--- src/rtl/wdog_pkg.sv ---
package wdog_pkg;

    // Timer phase: idle (not counting), run (counting), trip (expired)
    typedef enum logic [1:0] {
        WD_IDLE = 2'd0,
        WD_RUN  = 2'd1,
        WD_TRIP = 2'd2
    } wd_phase_e;

    // Combined disable condition for the timer
    function automatic logic wd_gate_off(input logic sys_rst, input logic floating);
        return sys_rst | floating;
    endfunction

endpackage

--- src/rtl/wdog_edge_sync.sv ---
module wdog_edge_sync #(
    parameter int STAGES = 2
) (
    input  logic clk_i,
    input  logic rst_ni,
    input  logic strobe_i,
    output logic edge_o
);

    typedef struct packed {
        logic [STAGES-1:0] chain;
        logic              prev;
    } sync_t;

    sync_t s_d, s_q;

    always_comb begin
        s_d          = s_q;
        s_d.chain[0] = strobe_i;
        for (int i = 1; i < STAGES; i++) begin
            s_d.chain[i] = s_q.chain[i-1];
        end
        s_d.prev     = s_q.chain[STAGES-1];
    end

    always_ff @(posedge clk_i or negedge rst_ni) begin
        if (!rst_ni) begin
            s_q <= '0;
        end else begin
            s_q <= s_d;
        end
    end

    // Either polarity of change is a transition
    assign edge_o = s_q.chain[STAGES-1] ^ s_q.prev;

endmodule

--- src/rtl/wdog_timer.sv ---
module wdog_timer
    import wdog_pkg::*;
#(
    parameter int TICKS = 16
) (
    input  logic clk_i,
    input  logic rst_ni,
    input  logic gate_off_i,
    input  logic kick_i,
    output logic trip_o
);

    localparam int              CNT_W = (TICKS > 2) ? $clog2(TICKS) : 1;
    localparam logic [CNT_W-1:0] LAST = CNT_W'(TICKS - 1);

    typedef struct packed {
        wd_phase_e        phase;
        logic [CNT_W-1:0] cnt;
    } timer_t;

    timer_t t_d, t_q;

    always_comb begin
        t_d = t_q;
        if (gate_off_i) begin
            t_d.phase = WD_IDLE;
            t_d.cnt   = '0;
        end else if (kick_i) begin
            t_d.phase = WD_RUN;
            t_d.cnt   = '0;
        end else if (t_q.phase == WD_RUN) begin
            if (t_q.cnt == LAST) begin
                t_d.phase = WD_TRIP;
            end else begin
                t_d.cnt = t_q.cnt + CNT_W'(1);
            end
        end
    end

    always_ff @(posedge clk_i or negedge rst_ni) begin
        if (!rst_ni) begin
            t_q.phase <= WD_IDLE;
            t_q.cnt   <= '0;
        end else begin
            t_q <= t_d;
        end
    end

    assign trip_o = (t_q.phase == WD_TRIP);


    cnt_bound_chk: assert property (@(posedge clk_i) disable iff (!rst_ni)
        t_q.cnt <= LAST);


    trip_after_full_chk: assert property (@(posedge clk_i) disable iff (!rst_ni)
        $rose(trip_o) |-> ($past(t_q.cnt) == LAST && $past(t_q.phase) == WD_RUN));


    idle_on_gate_chk: assert property (@(posedge clk_i) disable iff (!rst_ni)
        gate_off_i |=> (t_q.phase == WD_IDLE && t_q.cnt == '0));


    trip_hold_chk: assert property (@(posedge clk_i) disable iff (!rst_ni)
        (trip_o && !kick_i && !gate_off_i) |=> trip_o);


    kick_restart_chk: assert property (@(posedge clk_i) disable iff (!rst_ni)
        (kick_i && !gate_off_i) |=> (t_q.phase == WD_RUN && t_q.cnt == '0));

endmodule

--- src/rtl/wdog_monitor.sv ---
module wdog_monitor
    import wdog_pkg::*;
#(
    parameter int SYNC_STAGES   = 2,
    parameter int TIMEOUT_TICKS = 16_000_000
) (
    input  logic clk_i,
    input  logic rst_ni,
    input  logic strobe_i,
    input  logic strobe_float_i,
    input  logic sys_reset_i,
    input  logic supply_ok_i,
    output logic wdo_no
);

    logic kick;
    logic gate_off;
    logic trip;

    assign gate_off = wd_gate_off(sys_reset_i, strobe_float_i);

    wdog_edge_sync #(
        .STAGES (SYNC_STAGES)
    ) u_sync (
        .clk_i    (clk_i),
        .rst_ni   (rst_ni),
        .strobe_i (strobe_i),
        .edge_o   (kick)
    );

    wdog_timer #(
        .TICKS (TIMEOUT_TICKS)
    ) u_timer (
        .clk_i      (clk_i),
        .rst_ni     (rst_ni),
        .gate_off_i (gate_off),
        .kick_i     (kick),
        .trip_o     (trip)
    );

    // Supply loss acts directly, with no minimum width
    assign wdo_no = supply_ok_i & ~trip;


    low_until_kick_chk: assert property (@(posedge clk_i) disable iff (!rst_ni)
        (trip && !kick && !gate_off) |=> !wdo_no);


    high_while_gated_chk: assert property (@(posedge clk_i) disable iff (!rst_ni)
        (gate_off && supply_ok_i) |=> (wdo_no || !supply_ok_i));

endmodule

--- config.mk ---
export PLATFORM = sky130hd
export DESIGN_NAME = wdog_monitor
export DESIGN_NICKNAME = d
export VERILOG_FILES = /design/src/rtl/wdog_pkg.sv /design/src/rtl/wdog_edge_sync.sv /design/src/rtl/wdog_timer.sv /design/src/rtl/wdog_monitor.sv
export SDC_FILE = /design/constraint.sdc
export NUM_CORES = 1
export LEC_CHECK = 0
export BUFFER_PORTS_ARGS = -buffer_cell sky130_fd_sc_hd__buf_2
export CAP_MARGIN = 20
export CORE_MARGIN = 2
export CORE_UTILIZATION = 55
export CTS_CLUSTER_SIZE = 24
export DETAILED_ROUTE_END_ITERATION = 12
export PLACE_DENSITY = 0.72
export SLEW_MARGIN = 20
export SYNTH_ARGS = -nofsm -noshare
export SYNTH_HDL_FRONTEND = slang
export SYNTH_HIERARCHICAL = 1
export SYNTH_SLANG_ARGS = --single-unit
--- constraint.sdc ---
create_clock -name clk_i -period 2.1 [get_ports clk_i]
set_input_delay 0.42 -clock clk_i [delete_from_list [all_inputs] [get_ports clk_i]]
set_output_delay 0.42 -clock clk_i [all_outputs]
set_load 0.05 [all_outputs]
Yosys cells after proc, flatten, opt, wreduce, memory -nomap -nowiden

Cells that the tools add are included.

Bits in registers: 29
Input port bits: 6
Output and inout bits: 1

Add/sub/neg operators: 1
Equal/unequal tests: 4
Muxes and demuxes: 5
Bitwise gates (word level): 4
Reductions and logical operators: 4

Operator list:

| operator                                                              | number |
|---|---|
| 26-bit two-way mux                                                    | 3 |
| 24-bit by 1-bit adder with 24-bit output, second input constant       | 1 |
| 24-bit equality test, second input constant                           | 1 |
| 24-bit two-way mux                                                    | 1 |
| 3-bit nonzero test                                                    | 2 |
| 2-bit AND reduction                                                   | 2 |
| 3-bit != test, second input constant                                  | 1 |
| 2-bit by 1-bit equality test with 1-bit output, second input constant | 1 |
| 2-bit equality test, second input constant                            | 1 |
| 2-bit two-way mux                                                     | 1 |
| 1-bit bitwise AND                                                     | 1 |
| 1-bit NOT                                                             | 1 |
| 1-bit bitwise OR                                                      | 1 |
| 1-bit bitwise XOR                                                     | 1 |

Logic depth before layout (Yosys ltp)

Gate-level depths: netlist of the first run.

Depth after elaboration: 5
Gate-level depth with buffers: 6
Mapped depth without buffers: 5

By module

The synthesis of the first run kept the hierarchy.

By module, submodules not included:

| module         | instances | cells each | area an instance (µm²) | seq. area each (µm²) |
|---|---|---|---|---|
| wdog_timer     | 1         | 163        | 1520.2                 | 650.6 |
| wdog_edge_sync | 1         | 4          | 83.8                   | 75.1 |
| wdog_monitor   | 1         | 2          | 12.5                   | 0.0 |

Worst setup path after synthesis of the first run

OpenSTA, ideal clock, no wires.

Kind: flip-flop to flip-flop
Start point: register u_timer/t_q[16] in the netlist's numbering
End point: register u_timer/t_q[2] in the netlist's numbering
Library setup time: 94 ps
Data arrival time: 1773 ps
Required time: 2006 ps
Path slack: 233 ps
Stages on the path, launching flop included: 7
Path buffers: 2
Period minus slack after synthesis: 1867 ps
Cells stage by stage: dfrtp_1 > or4_1 > nor4_1 > buf_4 > buf_6 > nand2_1 > a211oi_1

Cells in the longest elaborated chain, start to end: 3

Ends and longest elaborated chain:

| item                                 | RTL line         | source |
|---|---|---|
| start: declaration                   | wdog_timer.sv:21 | `timer_t t_d, t_q;` |
| start signal: assignment             | wdog_timer.sv:45 | `t_q <= t_d;` |
| 24-bit equality test                 | wdog_timer.sv:32 | `if (t_q.cnt == LAST) begin` |
| 3-bit != test (no source line)       | -                |  |
| 2-bit AND reduction (no source line) | -                |  |

Every way passes these cells.
A chain may end at the register's enable or synchronous reset.

Worst setup path in the final report of the first run

Start point: register u_timer/t_q[0] in the netlist's numbering
End point: register u_timer/t_q[12] in the netlist's numbering

Cells in the longest elaborated chain, start to end: 5
Elaborated cells on any way between the ends: 8
Classes of those cells: add/sub: 1; eq/ne: 2; mux: 4; reduce/logical: 1

Ends and longest elaborated chain:

| item                                     | RTL line         | source |
|---|---|---|
| 24-bit by 1-bit adder with 24-bit output | wdog_timer.sv:35 | `t_d.cnt = t_q.cnt + CNT_W'(1);` |
| 24-bit two-way mux                       | wdog_timer.sv:32 |  |
| 26-bit two-way mux                       | wdog_timer.sv:31 | `end else if (t_q.phase == WD_RUN) begin` |
| 26-bit two-way mux                       | wdog_timer.sv:28 | `end else if (kick_i) begin` |
| 26-bit two-way mux                       | wdog_timer.sv:25 | `if (gate_off_i) begin` |

Parallel ways exist; a longest one is shown, timed or not. The select of a mux whose other input is x is not followed.

==> impl_metrics.env, run 1 <==
export IMPL_final_area_mm2=0.00173
export IMPL_p_per_area_mw_per_mm2=563
export IMPL_fin_crit_ns=1.98
export IMPL_num_fill_cells=255
export IMPL_dominantRegCellSynth="dfrtp_1"
export IMPL_fin_crit_sh_pct=94.4
export IMPL_die_w_um=58.2
export IMPL_overflow=0
export IMPL_fin_ws_ns=0.119
export IMPL_worst_setup_path_type="flip-flop to flip-flop"
export IMPL_slew_headroom_pct=44.8
export IMPL_dieArea_mm2=0.00339
export IMPL_cts_num_sinks=29
export IMPL_synthesis_nets=176
export IMPL_placementRows=19
export IMPL_grt_total_usage_pct=24.4
export IMPL_grt_start_max_net_pins=30
export IMPL_post_place_ws_ns=0.102
export IMPL_clkSlewWorstSetupHoldPaths_ns=0.09
export IMPL_synth_cells=169
export IMPL_drc=0
export IMPL_critical_path_arrival_ns=2.24
export IMPL_crit_fanout=5
export IMPL_synth_area_leader_cell="dfrtp_1"
export IMPL_ys_warn_count=6
export IMPL_fmax_ghz=0.505
export IMPL_post_drt_wl_per_cell_um=16.9
export IMPL_place_congestion=0.883
export IMPL_placed_cell_area_mm2=0.00166
export IMPL_power_uw=974
export IMPL_cts_tree="done"
export IMPL_wl_mm=3.53
export IMPL_grt_first_pass_wirelength_mm=6.18
export IMPL_antenna_found_initial=0
export IMPL_finClkSkew_ns=0.00724
export IMPL_drv_cap=0
export IMPL_insertion_delay_ns=0.33
export IMPL_synth_seq_area_share_pct=44.9
export IMPL_cts_htree_levels=2
export IMPL_post_dp_hpwl_mm=2.37
export IMPL_required_ns=2.36
export IMPL_first_global_vias=1313
export IMPL_via_per_inst=6.57
export IMPL_start_kind="flip-flop"
export IMPL_start_util_pct=58.1
export IMPL_hold_violations=0
export IMPL_boundaryPins=7
export IMPL_synthArstFlopShare_pct=100
export IMPL_area_delta_synth_final_pct=6.97
export IMPL_vias=1373
export IMPL_ir_drop_v=0.000416
export IMPL_numCtsBuffers=5
export IMPL_static_leakage_power_uw=0.000659
export IMPL_ant_nets=0
export IMPL_rsz0062_at_grt="no"
export IMPL_ctsRootBufferMaster="clkbuf_4"
export IMPL_syn_area_per_cell_um2=9.57
export IMPL_syn_cell_area_mm2=0.00162
export IMPL_numPortBuffers=6
export IMPL_first_pass_iters=4
export IMPL_synthDistinctLibCells=40
export IMPL_maxSlewViolCount=0
export IMPL_tightest_slew_ns=0.825
export IMPL_ys_seq_elements=29
export IMPL_synth_top_cells_by_area="dfrtp_1 (45%), mux2i_1 (5.6%), a21oi_1 (5.3%)"
export IMPL_dieHeight_um=58.2
export IMPL_core_mm2=0.00278
export IMPL_drtIter0Drc=70
export IMPL_tns_ns=0
export IMPL_nets=185
export IMPL_endpoint_kind="flip-flop"
export IMPL_final_util_pct=62.2
export IMPL_synth_top_area_share_pct=44.9
export IMPL_synth_edff_count=0
export IMPL_ctsLongestPathBuffers=2
export IMPL_run_status="finished clean"
export IMPL_setup_violations_final=0
export IMPL_hold_class="primary input to asynchronous set/reset pin"
export IMPL_drive_gt1_share_pct=15.7
export IMPL_diodes=0
-- state kept, by name, summed over array words and instances (netlist names) --
| name | count |
|---|---|
| u_timer/t_q | 26 |
| u_sync/s_d | 2 |
| u_sync/s_q | 1 |
-- what timing repair did --
action,4_1_cts,5_1_grt
gates resized for setup,0,1
buffers inserted,0,2
hold buffers,0,0
setup endpoints to repair,0,2
-- power by group --
part / switching (µW) / total, µW / internal (µW)
Sequential: 3.66 / 566 / 562
Clock: 189 / 346 / 158
Combinational: 41.0 / 61.6 / 20.7
-- cell families after synthesis --
logic type                 Yosys count  share of synthesized area [%]
adders and majority gates            1                          0.774
and+or+nand+nor                     77                           28.3
xor gates and xnor gates             1                          0.542
muxes                                9                           5.57
AOI/OAI and AO/OA                   39                           14.9
DFF                                 29                           44.9
buffers and inverters               13                           5.03
-- area by class of cell --
cell class / count / area [µm²] / area share [%]
flip-flops and latches: 29 / 726 / 42.0
clock buffers: 7 / 55.1 / 3.18
inverters: 2 / 7.51 / 0.434
well taps: 31 / 38.8 / 2.24
multi-input cells: 127 / 820 / 47.4
repair buffers: 13 / 82.6 / 4.78
-- final timing paths --
kind	cells past startpoint	startpoint	slack [ns]	end
worst max-delay path	6	u_timer/t_q[0]	0.12	u_timer/t_q[12]
worst min-delay path	1	rst_ni	0.10	u_timer/t_q[15]
worst max register to register	6	u_timer/t_q[0]	0.12	u_timer/t_q[12]
worst min register to register	0	u_sync/s_d[2]	0.37	u_sync/s_d[0]
max in group asynchronous	1	rst_ni	1.57	u_timer/t_q[0]
min in group clk_i	1	strobe_i	0.20	u_sync/s_d[2]
-- cells in the mapped netlist (all sizes together), types with 4 or more instances --
cell    count
o31ai       7
nand4       7
or3        12
nand2      21
a21oi      17
nand3       5
nor2        4
dfrtp      29
o21ai       6
mux2i       9
or4         9
clkbuf      8
-- per-layer routing --
metal	part of all wire (%)	track usage, %
met2	50	38.8
met5	0	0
met4	1.1	11.3
met1	45	32.1
met3	4.0	4.91
-- critical path, stage by stage (launching register included) --
cell,delay [ns]
dfrtp_1,0.39
ha_1,0.22
and4b_1,0.32
nand4_1,0.21
buf_4,0.22
or4_1,0.39
a21oi_1,0.17
-- stage by stage --
| step | cells | hold WS, ns |
|---|---|---|
| after detailed placement | 200 | 0.360 |
| after CTS | 207 | 0.124 |
| final | 209 | 0.105 |
| after floorplan | 169 | 0.124 |
| after global placement | 200 | 0.338 |
| after global routing | 209 | 0.160 |
-- placed cells by master (no fill, tap or decap), types with 2 or more instances in the layout --
master,count
clkbuf_4,5
and3_1,2
mux2i_1,9
nand3_1,5
a31oi_1,2
nand2_1,21
or2_2,2
or3_1,11
o31ai_1,7
dfrtp_1,29
nor2_1,4
or4_1,7
a211oi_1,3
inv_1,2
nand4_1,6
o21ai_1,2
and4_1,3
buf_2,6
a21oi_1,17
buf_4,7
o21ai_0,4
nor2b_1,3
a2111o_1,2
(Power assumes the default switching activity.)
==> run 2, diff against run 1 <==
==> constraint.sdc (replaced) <==
create_clock -name clk_i -period 2.1 [get_ports clk_i]
set_input_delay 0.315 -clock clk_i [delete_from_list [all_inputs] [get_ports clk_i]]
set_output_delay 0.315 -clock clk_i [all_outputs]
set_load 0.05 [all_outputs]
==> run 2 against run 1 <==
The run now ends with negative hold slack left. Global-route usage shrank 0.35 points. Die area is the same. Wire length grew 0.40%. Critical path type unchanged. Critical endpoint is now u_timer/t_q[21]. Largest cell class unchanged.
==> impl_metrics.env, run 2 (synthesized netlist as in run 1, its figures left out) <==
export IMPL_placementRows=19
export IMPL_first_global_vias=1302
export IMPL_ctsLongestPathBuffers=2
export IMPL_antenna_found_initial=0
export IMPL_hold_violations=7
export IMPL_drv_cap=0
export IMPL_start_kind="flip-flop"
export IMPL_cts_tree="done"
export IMPL_placed_cell_area_mm2=0.00165
export IMPL_post_dp_hpwl_mm=2.40
export IMPL_nets=183
export IMPL_place_inst=199
export IMPL_start_util_pct=58.1
export IMPL_fin_cells=208
export IMPL_diodes=0
export IMPL_rsz0062_at_grt="no"
export IMPL_crit_fanout=8
export IMPL_post_drt_wl_per_cell_um=17.1
export IMPL_drtIter0Drc=42
export IMPL_tns_ns=0
export IMPL_grt_first_pass_wirelength_mm=6.09
export IMPL_numCtsBuffers=5
export IMPL_tightest_slew_ns=0.764
export IMPL_maxSlewViolCount=0
export IMPL_vias=1373
export IMPL_drive_gt1_share_pct=14.1
export IMPL_cts_hold_buf=0
export IMPL_run_status="finished with violations"
export IMPL_largest_reg_flops=26
export IMPL_fin_crit_sh_pct=93.8
export IMPL_overflow=0
export IMPL_cp_cell_sequence="nand3b_1, or4_1, or4_1, a21oi_1"
export IMPL_p_per_area_mw_per_mm2=556
export IMPL_slew_headroom_pct=48.8
export IMPL_fin_ws_ns=0.130
export IMPL_worst_setup_path_type="flip-flop to flip-flop"
export IMPL_endpoint_kind="flip-flop"
export IMPL_post_place_ws_ns=0.100
export IMPL_setup_violations_final=0
export IMPL_boundaryPins=7
export IMPL_insertion_delay_ns=0.33
export IMPL_grt_start_max_net_pins=30
export IMPL_die_w_um=58.2
export IMPL_place_congestion=0.883
export IMPL_drc=0
export IMPL_cts_num_sinks=29
export IMPL_ir_drop_v=0.000407
export IMPL_first_pass_iters=4
export IMPL_ant_nets=0
export IMPL_fin_crit_ns=1.97
export IMPL_cts_htree_levels=2
export IMPL_final_area_mm2=0.00171
export IMPL_via_per_inst=6.60
export IMPL_wl_mm=3.55
export IMPL_static_leakage_power_uw=0.000642
export IMPL_core_mm2=0.00278
export IMPL_fmax_ghz=0.508
export IMPL_final_cell_mix="dfrtp_1 (28), nand2_1 (21), a21oi_1 (17)"
export IMPL_numPortBuffers=6
export IMPL_hold_slack_ns=-0.00651
export IMPL_grt_total_usage_pct=24.0
export IMPL_critPathMaxStageDelay_ns=0.63
export IMPL_cp_slowest_cell="or4_1"
export IMPL_dieArea_mm2=0.00339
export IMPL_dieHeight_um=58.2
export IMPL_top_register="u_timer/t_q"
export IMPL_finClkSkew_ns=0.00847
export IMPL_clkSlewWorstSetupHoldPaths_ns=0.09
export IMPL_hold_class="primary input to asynchronous set/reset pin"
export IMPL_final_common_cell="dfrtp_1"
export IMPL_critical_path_arrival_ns=2.23
export IMPL_ctsRootBufferMaster="clkbuf_4"
export IMPL_num_fill_cells=248
export IMPL_crit_top_cell="or4_1"
export IMPL_area_delta_synth_final_pct=5.50
export IMPL_failed_checks="negative hold slack"
export IMPL_required_ns=2.36
run 2: path summary, 6_finish.rpt:
| kind | startpoint | cells after the start | slack, ns | end |
|---|---|---|---|---|
| max in group asynchronous | rst_ni | 1 | 1.66 | u_timer/t_q[10] |
| max reg2reg | u_timer/t_q[25] | 4 | 0.13 | u_timer/t_q[21] |
| min in group clk_i | strobe_i | 1 | 0.10 | u_sync/s_d[2] |
| min | rst_ni | 1 | -0.007 | u_timer/t_q[13] |
| max | u_timer/t_q[25] | 4 | 0.13 | u_timer/t_q[21] |
| min reg2reg | u_sync/s_d[2] | 0 | 0.39 | u_sync/s_d[0] |
run 2: area by class of cell:
type	instances	area [µm²]	area share [%]
Multi-Input combinational cell	127	816	47.8
Tap cell	31	38.8	2.27
Sequential cell	29	727	42.6
Clock buffer	8	48.8	2.86
Timing Repair Buffer	11	67.6	3.96
Inverter	2	7.51	0.440
run 2: critical path: cells and delay by family (launching register included):
kind,cells,cell delay (ns)
compound gates,1,0.15
flops,1,0.44
simple gates,3,1.31
run 2: layer usage:
| metal | track usage [%] | part of all wire, % |
|---|---|---|
| met2 | 38.8 | 51 |
| met5 | 0 | 0 |
| met1 | 31.1 | 44 |
| met3 | 5.13 | 3.5 |
| met4 | 10.6 | 1.9 |
run 2: metrics by stage:
stage	total power (µW)	hold WS, ns	util [%]
after floorplan	610	0.0194	-
after global placement	636	0.339	59.2
after detailed placement	639	0.367	59.2
after CTS	961	0.0172	61.0
after global routing	987	0.0428	61.3
final	948	-0.00651	61.3
run 2: repair_timing:
action / CTS / global route
setup endpoints to repair: 0 / 2
setup buffers: 0 / 1
gates resized for setup: 0 / 1
run 2: where the power goes:
part	leakage (µW)	switching (µW)	internal (µW)
clock network	0.0000265	189	133
logic	0.000220	40.3	19.5
registers	0.000396	3.49	562
==> run 3, diff against run 2 <==
--- a/config.mk
+++ b/config.mk
@@ -5,13 +5,15 @@
 export SDC_FILE = /design/constraint.sdc
 export NUM_CORES = 1
 export LEC_CHECK = 0
-export BUFFER_PORTS_ARGS = -buffer_cell sky130_fd_sc_hd__buf_2
+export BUFFER_PORTS_ARGS = -buffer_cell sky130_fd_sc_hd__buf_4
 export CAP_MARGIN = 20
+export CORE_ASPECT_RATIO = 1.4
 export CORE_MARGIN = 2
 export CORE_UTILIZATION = 55
 export CTS_CLUSTER_SIZE = 24
 export DETAILED_ROUTE_END_ITERATION = 12
 export PLACE_DENSITY = 0.72
+export REMOVE_ABC_BUFFERS = 1
 export SLEW_MARGIN = 20
 export SYNTH_ARGS = -nofsm -noshare
 export SYNTH_HDL_FRONTEND = slang
==> run 3 against run 2 <==
The flow now finishes without violations. Clock power up 36%. Critical endpoint is now u_timer/t_q[12]. Worst setup slack improved by 0.00078 ns. Wire length is 2.1% lower. Highest routed layer unchanged. Via count rose by 1.2%. First-iteration DRC count up 36%. Die area rose by 0.18%. Design area increased by 3.6%. Register-to-register slack hardly changed. Fmax about the same.
==> impl_metrics.env, run 3 (synthesized netlist as in run 1, its figures left out) <==
export IMPL_run_status="finished clean"
export IMPL_holdPathStages=1
export IMPL_cp_startpoint="u_timer/t_q[0]"
export IMPL_r2r_end="u_timer/t_q[12]"
export IMPL_maxSlewViolCount=0
export IMPL_p_per_area_mw_per_mm2=604
export IMPL_drv_cap=0
export IMPL_core_mm2=0.00282
export IMPL_cts_num_sinks=29
export IMPL_num_fill_cells=276
export IMPL_start_util_pct=57.3
export IMPL_ctsRootBufferMaster="clkbuf_8"
export IMPL_final_cell_mix="dfrtp_1 (29), nand2_1 (21), a21oi_1 (17)"
export IMPL_fin_ws_ns=0.130
export IMPL_worst_setup_path_type="flip-flop to flip-flop"
export IMPL_ctsLongestPathBuffers=2
export IMPL_fin_cells=214
export IMPL_crit_fanout=6
export IMPL_place_inst=205
export IMPL_vias=1389
export IMPL_boundaryPins=7
export IMPL_cp_cell_sequence="ha_1, and4b_1, nand4_1, buf_4, or4_1, a21oi_1"
export IMPL_placementRows=23
export IMPL_r2r_cells=6
export IMPL_required_ns=2.31
export IMPL_critPathMaxStageDelay_ns=0.40
export IMPL_power_uw=1070
export IMPL_setup_violations_final=0
export IMPL_diodes=0
export IMPL_grt_start_max_net_pins=30
export IMPL_numPortBuffers=6
export IMPL_insertion_delay_ns=0.28
export IMPL_first_global_vias=1323
export IMPL_via_per_inst=6.49
export IMPL_drive_gt1_share_pct=13.6
export IMPL_fmax_ghz=0.508
export IMPL_hold_violations=0
export IMPL_dieArea_mm2=0.00339
export IMPL_grt_first_pass_wirelength_mm=5.89
export IMPL_holdPathEnd="u_sync/s_d[2]"
export IMPL_cp_slowest_cell="or4_1"
export IMPL_start_kind="flip-flop"
export IMPL_overflow=0
export IMPL_die_w_um=49.8
export IMPL_grt_total_usage_pct=23.5
export IMPL_first_pass_iters=4
export IMPL_hold_class="primary input to flip-flop"
export IMPL_drtIter0Drc=57
export IMPL_ant_nets=0
export IMPL_top_register="u_timer/t_q"
export IMPL_dieHeight_um=68.1
export IMPL_nets=183
export IMPL_place_congestion=0.806
export IMPL_numCtsBuffers=5
export IMPL_tightest_slew_ns=0.794
export IMPL_cts_tree="done"
export IMPL_fin_crit_ns=1.97
export IMPL_post_dp_hpwl_mm=2.42
export IMPL_area_delta_synth_final_pct=9.29
export IMPL_final_common_cell="dfrtp_1"
export IMPL_cts_htree_levels=2
export IMPL_hp_start="strobe_i"
export IMPL_wl_mm=3.47
export IMPL_slew_headroom_pct=46.9
export IMPL_multi_input_area_um2=822
export IMPL_timing_rr_start="u_timer/t_q[0]"
export IMPL_drc=0
export IMPL_seq_area_um2=726
export IMPL_clkSlewWorstSetupHoldPaths_ns=0.06
export IMPL_post_drt_wl_per_cell_um=16.2
export IMPL_antenna_found_initial=0
export IMPL_critical_path_arrival_ns=2.17
export IMPL_endpoint_kind="flip-flop"
export IMPL_static_leakage_power_uw=0.000661
export IMPL_reg2reg_slack_ns=0.13
export IMPL_rsz0062_at_grt="no"
export IMPL_fin_crit_sh_pct=93.8
export IMPL_ir_drop_v=0.000442
export IMPL_post_place_ws_ns=0.116
export IMPL_largest_reg_flops=26
export IMPL_finClkSkew_ns=0.00547
run 3: changes by cell type in the layout (fill, tap and decap cells not counted), sizes merged:
cell	change
buf	-1
dlygate4sd3	+1
run 3: per-stage QoR:
step                TNS (ns)  util, %  hold WS, ns  area, µm²
floorplan             -13.59        -       0.0194       1540
global placement           0     59.2        0.257       1670
detailed placement         0     59.2        0.260       1670
CTS                        0     62.4        0.134       1760
global route               0     62.6        0.127       1770
finish                     0     62.6        0.141       1770
run 3: per-layer routing:
layer,GRT usage (%),part of all wire (%),vias to the layer above
met1,25.5,40,694
met4,12.8,2.2,0
li1,-,-,651
met5,0,0,-
met2,42.0,53,36
met3,5.90,3.8,8
run 3: cell type report:
cell class / count / area share, %
Clock buffer: 8 / 4.53
Inverter: 2 / 0.425
Multi-Input combinational cell: 127 / 46.5
Sequential cell: 29 / 41.1
Tap cell: 37 / 2.62
Timing Repair Buffer: 11 / 4.82
run 3: worst max-delay path: cells and delay by family (launching register included):
family | cells | cell delay, ns
fa+ha+maj | 1 | 0.24
buf+inv | 1 | 0.20
compound gates | 1 | 0.16
simple gates | 3 | 0.90
flops | 1 | 0.39
run 3: power breakdown:
part	switching [µW]	leakage [µW]	internal (µW)	total, µW
logic	40.9	0.000224	21.5	62.4
clock network	203	0.0000395	235	438
registers	3.43	0.000398	563	567
total	248	0.000661	820	1070
run 3: repair_timing:
| action | 4_1_cts | 5_1_grt |
|---|---|---|
| resized for setup | 0 | 1 |
| hold buffers | 1 | 0 |
| endpoints found under the setup margin | 0 | 1 |
| endpoints found under the hold margin | 29 | 0 |
| buffers inserted | 0 | 0 |
run 3: how the worst max path moves through the flow:
stage                     cells past startpoint  slack [ns]              end
after global placement                        6        0.21  u_timer/t_q[10]
after detailed placement                      6        0.12  u_timer/t_q[16]
after CTS                                     6         0.1  u_timer/t_q[16]
final                                         6        0.13  u_timer/t_q[12]
after floorplan                               4       -0.86   u_timer/t_q[0]
after global routing                          4        0.03  u_timer/t_q[21]
